<file path="config.mk">
export PLATFORM = sky130hd
export DESIGN_NAME = crc_dual_serial
export DESIGN_NICKNAME = d
export VERILOG_FILES = /design/src/rtl/crc_dual_pkg.sv /design/src/rtl/crc_step.sv /design/src/rtl/crc_seq_ctrl.sv /design/src/rtl/crc_dual_serial.sv
export SDC_FILE = /design/constraint.sdc
export NUM_CORES = 1
export LEC_CHECK = 0
export ABC_CLOCK_PERIOD_IN_PS = 1700
export BUFFER_PORTS_ARGS = -buffer_cell sky130_fd_sc_hd__buf_4
export CORE_MARGIN = 1
export CORE_UTILIZATION = 40
export CTS_BUF_LIST = sky130_fd_sc_hd__clkbuf_2
export DETAILED_ROUTE_END_ITERATION = 7
export GPL_TIMING_DRIVEN = 0
export PLACE_DENSITY = 0.63
export SLEW_MARGIN = 25
export SYNTH_ARGS = -nofsm -noshare
export SYNTH_HDL_FRONTEND = slang
export SYNTH_HIERARCHICAL = 1
export SYNTH_SLANG_ARGS = --single-unit
</file>
<file path="constraint.sdc">
create_clock -name clk -period 1.7 [get_ports clk]
set_input_delay 0.34 -clock clk [delete_from_list [all_inputs] [get_ports clk]]
set_output_delay 0.34 -clock clk [all_outputs]
set_load 0.05 [all_outputs]
</file>
<file path="src/rtl/crc_dual_pkg.sv">
package crc_dual_pkg;
   typedef enum logic [1:0] {
      ST_IDLE  = 2'd0,
      ST_SHIFT = 2'd1,
      ST_PAD   = 2'd2
   } crc_state_e;

   typedef enum logic {
      FORM_DIRECT  = 1'b0,
      FORM_AUGMENT = 1'b1
   } crc_form_e;
endpackage

</file>
<file path="src/rtl/crc_step.sv">
// One shift of the division register in the form chosen by AUGMENT.
module crc_step #(
   parameter int          W       = 5,
   parameter logic [W-1:0] POLY   = 5'b00111,
   parameter bit          AUGMENT = 1'b0
) (
   input  logic [W-1:0] cur_i,
   input  logic         din_i,
   output logic [W-1:0] nxt_o
);
   generate
      if (AUGMENT) begin : g_aug
         // raw bit enters at the bottom; outgoing top bit drives feedback
         always_comb nxt_o = {cur_i[W-2:0], din_i} ^ ({W{cur_i[W-1]}} & POLY);
      end else begin : g_dir
         // incoming bit folded into the feedback term
         logic fb;
         always_comb begin
            fb    = cur_i[W-1] ^ din_i;
            nxt_o = {cur_i[W-2:0], 1'b0} ^ ({W{fb}} & POLY);
         end
      end
   endgenerate
endmodule

</file>
<file path="src/rtl/crc_seq_ctrl.sv">
// Sequencing: message phase, internal zero padding, done pulse.
module crc_seq_ctrl
   import crc_dual_pkg::*;
#(
   parameter int W  = 5,
   localparam int CW = (W > 2) ? $clog2(W) : 1
) (
   input  logic        clk,
   input  logic        rst_n,
   input  logic        start_i,
   input  logic        mode_i,
   input  logic        valid_i,
   input  logic        bit_i,
   input  logic        last_i,
   output logic        clr_o,
   output logic        shift_o,
   output logic        din_o,
   output crc_form_e   form_o,
   output crc_state_e  state_o,
   output logic [CW-1:0] pad_cnt_o,
   output logic        done_o
);
   localparam logic [CW-1:0] PAD_LAST = CW'(W - 1);

   crc_state_e      state_q;
   crc_form_e       form_q;
   logic [CW-1:0]   cnt_q;
   logic            done_q;

   always_ff @(posedge clk or negedge rst_n) begin
      if (!rst_n) begin
         state_q <= ST_IDLE;
         form_q  <= FORM_DIRECT;
         cnt_q   <= '0;
         done_q  <= 1'b0;
      end else begin
         done_q <= 1'b0;
         if (start_i) begin
            state_q <= ST_SHIFT;
            form_q  <= crc_form_e'(mode_i);
            cnt_q   <= '0;
         end else begin
            unique case (state_q)
               ST_SHIFT: begin
                  if (valid_i && last_i) begin
                     if (form_q == FORM_AUGMENT) begin
                        state_q <= ST_PAD;
                        cnt_q   <= '0;
                     end else begin
                        state_q <= ST_IDLE;
                        done_q  <= 1'b1;
                     end
                  end
               end
               ST_PAD: begin
                  if (cnt_q == PAD_LAST) begin
                     state_q <= ST_IDLE;
                     done_q  <= 1'b1;
                  end else begin
                     cnt_q <= cnt_q + 1'b1;
                  end
               end
               default: state_q <= ST_IDLE;
            endcase
         end
      end
   end

   always_comb begin
      clr_o     = start_i;
      shift_o   = !start_i && ((state_q == ST_SHIFT && valid_i) || state_q == ST_PAD);
      din_o     = (state_q == ST_SHIFT) ? bit_i : 1'b0;
      form_o    = form_q;
      state_o   = state_q;
      pad_cnt_o = cnt_q;
      done_o    = done_q;
   end
endmodule

</file>
<file path="src/rtl/crc_dual_serial.sv">
module crc_dual_serial
   import crc_dual_pkg::*;
#(
   parameter int           W    = 5,
   parameter logic [W-1:0] POLY = 5'b00111,
   localparam int          CW   = (W > 2) ? $clog2(W) : 1
) (
   input  logic         clk,
   input  logic         rst_n,
   input  logic         start_i,
   input  logic         mode_i,
   input  logic         valid_i,
   input  logic         bit_i,
   input  logic         last_i,
   output logic [W-1:0] crc_o,
   output logic         done_o
);
   generate
      if (W < 2) begin : g_bad_width
         $error("crc_dual_serial: W must be at least 2");
      end
      if (POLY[0] != 1'b1) begin : g_bad_poly
         $error("crc_dual_serial: generator needs a constant term");
      end
   endgenerate

   logic          clr, shift, din;
   crc_form_e     form;
   crc_state_e    ctl_state;
   logic [CW-1:0] pad_cnt;
   logic [W-1:0]  rem_q;
   logic [W-1:0]  nxt_form [2];

   crc_seq_ctrl #(.W(W)) u_ctrl (
      .clk       (clk),
      .rst_n     (rst_n),
      .start_i   (start_i),
      .mode_i    (mode_i),
      .valid_i   (valid_i),
      .bit_i     (bit_i),
      .last_i    (last_i),
      .clr_o     (clr),
      .shift_o   (shift),
      .din_o     (din),
      .form_o    (form),
      .state_o   (ctl_state),
      .pad_cnt_o (pad_cnt),
      .done_o    (done_o)
   );

   generate
      for (genvar f = 0; f < 2; f++) begin : g_form
         crc_step #(.W(W), .POLY(POLY), .AUGMENT(f == 1)) u_step (
            .cur_i (rem_q),
            .din_i (din),
            .nxt_o (nxt_form[f])
         );
      end
   endgenerate

   always_ff @(posedge clk or negedge rst_n) begin
      if (!rst_n)      rem_q <= '0;
      else if (clr)    rem_q <= '0;
      else if (shift)  rem_q <= nxt_form[form];
   end

   assign crc_o = rem_q;
endmodule

</file>
==> results of run 1 <==
[sequential cells by signal, indices dropped and copies added (netlist names)]
signal            count
crc_o                 5
u_ctrl/done_o         1
u_ctrl/form_o         1
u_ctrl/pad_cnt_o      3
u_ctrl/state_o        2
[worst max-delay path: cells and delay by family (launching register included)]
kind                       cells  cell delay (ns)
DFF                            1             0.39
xor gates and xnor gates       1             0.39
buffers and inverters          2             0.16
and+or+nand+nor                1             0.16
muxes                          1             0.16
adders and majority gates      1             0.14
AOI/OAI and AO/OA              1             0.09
[layer usage]
| metal | wire, µm | vias to the layer above | track usage (%) | part of all wire [%] |
|---|---|---|---|---|
| met2 | 740 | 11 | 27.5 | 49 |
| met1 | 674 | 295 | 18.0 | 45 |
| met3 | 56 | 7 | 5.77 | 3.7 |
| met4 | 35 | 0 | 8.57 | 2.3 |
| met5 | 0 | - | 0 | 0 |
| li1 | - | 311 | - | - |
[stage by stage]
stage	instances	area, µm²	worst slack (ns)
after detailed placement	117	927	-0.151
final	124	987	0.0953
after global routing	124	987	-0.0223
after floorplan	81	813	0.0243
after global placement	117	927	-0.127
after CTS	123	973	0.0114
[timing repair]
item,4_1_cts,5_1_grt
hold buffers,1,0
buffers inserted,1,1
gates resized for setup,3,2
endpoints found under the hold margin,12,0
pin swaps,0,3
cloned,0,0
setup endpoints to repair,3,3
[cells in the mapped netlist (all sizes together)]
library cell / n
a211oi: 6
a21oi: 3
a32o: 1
a41oi: 1
and2: 1
and3: 2
buf: 9
clkbuf: 1
dfrtp: 12
ha: 4
inv: 6
mux2i: 5
nand2: 4
nand2b: 1
nand3: 2
nand3b: 1
nand4: 2
nor2: 7
nor3: 1
o21ai: 3
o31ai: 2
xor2: 5
xor3: 2
[worst min path at each step]
stage | from | end | slack (ns) | cells after the start
after detailed placement | rst_n | u_ctrl/pad_cnt_o[2]$_DFFE_PN0P_ | 0.19 | 1
after global routing | start_i | crc_o[4]$_DFFE_PN0P_ | 0.23 | 2
after CTS | start_i | crc_o[2]$_DFFE_PN0P_ | 0.24 | 2
after global placement | rst_n | u_ctrl/pad_cnt_o[2]$_DFFE_PN0P_ | 0.19 | 1
final | start_i | crc_o[4]$_DFFE_PN0P_ | 0.26 | 2
after floorplan | rst_n | crc_o[0]$_DFFE_PN0P_ | 0.04 | 0
[final cells by class]
class | instances | area (µm²) | share of cell area (%)
Buffer | 10 | 77.6 | 7.86
Clock buffer | 3 | 15.0 | 1.52
Clock inverter | 1 | 3.75 | 0.380
Inverter | 6 | 22.5 | 2.28
Multi-Input combinational cell | 53 | 429 | 43.5
Sequential cell | 12 | 300 | 30.4
Tap cell | 25 | 31.3 | 3.17
Timing Repair Buffer | 14 | 108 | 10.9
[power by group]
part           switching (W)  internal [W]
sequential         0.0000182      0.000300
combinational       0.000117      0.000112
clock              0.0000883     0.0000511
total               0.000224      0.000462
[cells by family (layout without fill, tap and decap cells)]
family                   Yosys count  count (layout)  synth area share, %
AO/OA/AOI/OAI                     16              16                 14.9
XOR/XNOR                           7               7                 11.2
adder cells (fa/ha/maj)            4               4                 6.15
buffers and inverters             16              34                 11.5
flip-flops                        12              12                 36.9
multiplexers                       5               5                 6.15
AND/OR/NAND/NOR                   21              21                 13.1
[cells in the final DEF, fill, tap and decap left out, drive strengths merged]
cell type	count
and3	2
dlygate4sd3	1
a41oi	1
nor2	7
clkbuf	4
nand4	2
mux2i	5
xor3	2
clkinv	1
nand2	4
ha	4
buf	22
nand2b	1
nand3b	1
a211oi	6
o31ai	2
inv	6
nor3	1
and2	1
a21oi	3
o21ai	3
xor2	5
a32o	1
dfrtp	12
nand3	2
==> flow_summary_export.csv, run 1 <==
group,metric,value,unit
final_layout,layout-area-overhead-vs-synth,21.4,%
timing,setup_tns,0,ns
setup_path,critical_path_arrival,1.76,ns
clock_tree,ctsRootBufferMaster,"sky130_fd_sc_hd__clkbuf_2",
clock_tree,tritoncts_clock_tree,"done",
pwr,power.ir.vdd_worst,320,µV
setup_path,startpoint_type,"register",
pwr,leakagePower,0.494,nW
grt,grt_pass1_vias,596,
flow_run,drv.max_cap_violation_count,0,
clock_tree,clock_tree.buffer_depth,2,
floorplan,row_count,15,
timing,worst_pin_slew,0.361,ns
drt,vias,624,
setup_path,critical_path.slowest_cell,"sky130_fd_sc_hd__dfrtp_1",
setup_path,worst_setup_path_end_kind,"register",
grt,grt_max_degree,13,
floorplan,dieHeight,47.1,µm
setup_path,setup.reg_to_reg.worst_slack,0.1,ns
setup_path,cp-startpoint,"u_ctrl/state_o[1]$_DFFE_PN0P_",
grt,global_route_wire_length_before_repair,2.40,mm
setup_path,crit_end,"crc_o[1]$_DFFE_PN0P_",
drt,routed_wirelength,1.51,mm
floorplan,core_region_area,0.00182,mm²
synthesis,synth.net_count,92,
synthesis,synth_seq_cells,12,
synthesis,syn-instance-count,81,
drt,routed_via_density,5.03,
synthesis,synth_warnings,6,
clock_tree,clkSinkCount,12,
synthesis,synth_top_area_cell,"sky130_fd_sc_hd__dfrtp_1",
setup_path,timing.critical_path.cells,"inv_1 > ha_1 > buf_6 > and2_4 > xor3_1 > mux2i_1 > a211oi_1",
setup_path,critical_path.reg2reg.endpoint,"crc_o[1]$_DFFE_PN0P_",
pwr,totalPowerFinal,0.000686,W
synthesis,synth_cell_type_count,28,
place,numPortBuffers,11,
final_layout,filler_cell_count,176,
timing,rsz0062_at_grt,"true",
timing,final_report_hold_violation_count,0,
grt,antenna_violations_before_repair,0,
setup_path,path_class,"register to register",
floorplan,design.die.area,0.00222,mm²
drt,detail_route.iter0.violations,7,
timing,drv_slew,0,
floorplan,floorplan.io_pins,13,
setup_path,crit_required,1.85,ns
setup_path,timing.critical_path.fanout_max,5,
place,final_weighted_congestion_of_routability_driven_global_placement,0.757,
final_layout,n_antenna_cell,0,
clock_tree,htree_num_levels,1,
drt,number_of_search_and_repair_iterations_in_the_first_detailed_routing_pass,4,
setup_path,reg2reg_from,"u_ctrl/state_o[1]$_DFFE_PN0P_",
timing,hold_slack,0.260,ns
synthesis,synth.yosys.seq_area_share,36.9,%
grt,gr-total-overflow,0,
timing,fin_crit_sh,94.4,%
floorplan,dieWidth,47.1,µm
min_path,hold_path_class,"input pin to register",
grt,groute.usage.overall,16.3,%
timing,count_of_endpoints_failing_setup_in_the_final_report,0,
synthesis,netlist_top_cells_area,"sky130_fd_sc_hd__dfrtp_1 37%, sky130_fd_sc_hd__ha_1 6.2%, sky130_fd_sc_hd__mux2i_1 6.2%",
final_layout,layout_cell_share_with_drive_strength_beyond_1,32.3,%
drt,post-route-drc-count,0,
floorplan,initial_core_util,44.7,%
final_layout,final_net_count,111,
clock_tree,cts_inserted_buffers,3,
outcome,run_status,"finished, final reports clean",
drt,drtAntennaViolNets,0,
place,hpwl,1.11,mm
clock_tree,clock_latency,0.26,ns
setup_path,worst-r2r-cell-count,7,
drt,routed_wire_length_per_instance,12.1,µm
synthesis,post_synth.cell_area_avg,10.0,µm²
setup_path,critPathMaxStageDelay,0.39,ns
clock_tree,clk_pin_slew_worst_paths,0.11,ns
timing,final_critical_delay_including_setup_and_external_delays,1.60,ns
timing,max_clock_freq,623,MHz
pwr,p_per_area,695,mW/mm²
synthesis,synth_top_cell_area_share,36.9,%
timing,clock_skew,0.00493,ns
synthesis,synth.cell_area,813,µm²
timing,headroom_to_the_max_slew_limit,75.9,%
final_layout,final_core_util,54.2,%
Power figures use the tool's default switching activity.
==> run 2: changes to the inputs <==
CORE_UTILIZATION = 30   (was 40)
PLACE_DENSITY = 0.5   (was 0.63)
==> run 2 against run 1 <==
Against the previous run:
- cell area up 2.4%
- combinational power increased by 3%
- sequential power about the same
- wire length increased by 4.8%
- register-to-register slack gained 0.03 ns
- first-iteration DRC count grew 14%
- cell count rose by 5.6%
- non-clock buffer count is 2 higher
- clock power is 4% higher
- setup slack better by 0.026 ns
- count of clock-buffer cells in the layout unchanged
- critical endpoint is now u_ctrl/pad_cnt_o[0]$_DFFE_PN0P_
==> flow_summary_export.csv, run 2 (synthesis gave the netlist of run 1 again) <==
group,metric,value,unit
outcome,run_status,"finished, final reports clean",
setup_path,timing.critical_path.cells,"buf_4 > ha_2 > and3_1 > a211oi_4 > buf_4 > o31ai_1",
pwr,power.ir.vdd_worst,412,µV
setup_path,crit_required,1.86,ns
final_layout,layout-area-overhead-vs-synth,24.3,%
floorplan,floorplan.io_pins,13,
setup_path,most_numerous_cell_on_the_critical_path,"sky130_fd_sc_hd__buf_4",
flow_run,drv.max_cap_violation_count,0,
setup_path,setup.reg_to_reg.worst_slack,0.12,ns
setup_path,crit_buf_inv,2,
floorplan,initial_core_util,32.2,%
floorplan,row_count,18,
timing,clock_skew,0.0155,ns
final_layout,largest_register_ffs,5,
place,placed_cells,122,
grt,grt_pass1_vias,577,
setup_path,worst_setup_path_end_kind,"register",
timing,max_clock_freq,633,MHz
timing,setup_tns,0,ns
final_layout,n_antenna_cell,0,
clock_tree,tritoncts_clock_tree,"done",
grt,global_route_wire_length_before_repair,2.53,mm
pwr,p_per_area,693,mW/mm²
place,numPortBuffers,11,
timing,drv_slew,0,
drt,drtAntennaViolNets,0,
clock_tree,clk_pin_slew_worst_paths,0.12,ns
floorplan,core_region_area,0.00252,mm²
setup_path,timing.critical_path.max_delay_family,"flip-flops",
clock_tree,htree_num_levels,1,
grt,groute.usage.overall,12.6,%
final_layout,finish.cell_count_without_fillers,131,
clock_tree,clock_tree.buffer_depth,2,
final_layout,mostFrequentLayoutCells,"21 x sky130_fd_sc_hd__buf_4, 12 x sky130_fd_sc_hd__dfrtp_1, 7 x sky130_fd_sc_hd__nor2_1",
setup_path,critical_path_arrival,1.74,ns
floorplan,dieWidth,54.1,µm
grt,antenna_violations_before_repair,0,
clock_tree,cts_inserted_buffers,3,
floorplan,design.die.area,0.00292,mm²
floorplan,dieHeight,54.1,µm
drt,vias,614,
pwr,totalPowerFinal,0.000701,W
drt,detail_route.iter0.violations,8,
drt,number_of_search_and_repair_iterations_in_the_first_detailed_routing_pass,3,
setup_path,critPathMaxStageDelay,0.39,ns
drt,routed_via_density,4.69,
timing,count_of_endpoints_failing_setup_in_the_final_report,0,
timing,hold_slack,0.233,ns
drt,post-route-drc-count,0,
clock_tree,clkSinkCount,12,
pwr,leakagePower,0.504,nW
timing,fin_crit_sh,92.9,%
drt,routed_wire_length_per_instance,12.1,µm
clock_tree,clock_latency,0.28,ns
final_layout,most_common_cell_after_layout_fill_and_taps_aside,"sky130_fd_sc_hd__buf_4",
setup_path,path_class,"register to register",
timing,final_report_hold_violation_count,0,
final_layout,layout_cell_share_with_drive_strength_beyond_1,34.7,%
final_layout,final_net_count,113,
setup_path,critical_path.slowest_cell,"sky130_fd_sc_hd__dfrtp_1",
timing,final_critical_delay_including_setup_and_external_delays,1.58,ns
grt,grt_max_degree,13,
setup_path,timing.critical_path.fanout_max,7,
min_path,hold_path_class,"input pin to register",
grt,gr-total-overflow,0,
place,hpwl,1.11,mm
clock_tree,ctsRootBufferMaster,"sky130_fd_sc_hd__clkbuf_2",
place,final_weighted_congestion_of_routability_driven_global_placement,0.762,
timing,worst_pin_slew,0.372,ns
timing,headroom_to_the_max_slew_limit,75.2,%
setup_path,startpoint_type,"register",
drt,routed_wirelength,1.58,mm
-- run 2: changes by cell type in the layout (fill, tap and decap cells not counted) --
cell                    delta
sky130_fd_sc_hd__buf_4     +2
sky130_fd_sc_hd__ha_1      -1
sky130_fd_sc_hd__ha_2      +1
-- run 2: path summary, 6_finish.rpt --
kind                                                 start                         endpoint  cells after the start
setup / recovery             u_ctrl/state_o[1]$_DFFE_PN0P_  u_ctrl/pad_cnt_o[0]$_DFFE_PN0P_                      6
hold / removal                                     start_i             crc_o[2]$_DFFE_PN0P_                      2
setup reg to reg             u_ctrl/state_o[1]$_DFFE_PN0P_  u_ctrl/pad_cnt_o[0]$_DFFE_PN0P_                      6
hold reg to reg            u_ctrl/pad_cnt_o[1]$_DFFE_PN0P_  u_ctrl/pad_cnt_o[1]$_DFFE_PN0P_                      2
max in group asynchronous                            rst_n  u_ctrl/pad_cnt_o[0]$_DFFE_PN0P_                      2
min in group asynchronous                            rst_n             crc_o[0]$_DFFE_PN0P_                      2
-- run 2: routing by layer --
metal / global-route usage [%] / routed length [µm]
met3: 6.21 / 74
met1: 15.4 / 784
met5: 0 / 0
met2: 19.3 / 709
met4: 3.85 / 11
-- run 2: area by class of cell --
cell class | count | area, µm²
Clock buffer | 3 | 15.0
Clock inverter | 1 | 3.75
Inverter | 6 | 22.5
Fill cell | 261 | 1510
Buffer | 10 | 77.6
Tap cell | 30 | 37.5
Sequential cell | 12 | 300
Timing Repair Buffer | 16 | 123
Multi-Input combinational cell | 53 | 432
-- run 2: worst reg2reg max path: cells and delay by family (launching register included) --
family | cells | cell delay [ns]
simple gates | 1 | 0.22
buf+inv | 2 | 0.31
flops | 1 | 0.39
fa+ha+maj | 1 | 0.21
compound gates | 2 | 0.35
-- run 2: timing repair --
action,in CTS,in global routing
setup endpoints to repair,3,4
buffers inserted,1,3
endpoints found under the hold margin,12,0
pin swaps,1,4
hold buffers,1,0
resized for setup,3,4
gates cloned,0,0
-- run 2: metrics by stage --
stage / utilization, % / worst slack, ns / area [µm²]
floorplan: - / 0.0243 / 813
global placement: 37.0 / -0.183 / 933
detailed placement: 37.0 / -0.186 / 933
CTS: 38.6 / 0.0120 / 975
global route: 40.1 / -0.000563 / 1010
finish: 40.1 / 0.121 / 1010
-- run 2: where the power goes --
part / internal, W / switching [W]
clock network: 0.0000511 / 0.0000944
registers: 0.000300 / 0.0000184
logic: 0.000117 / 0.000120
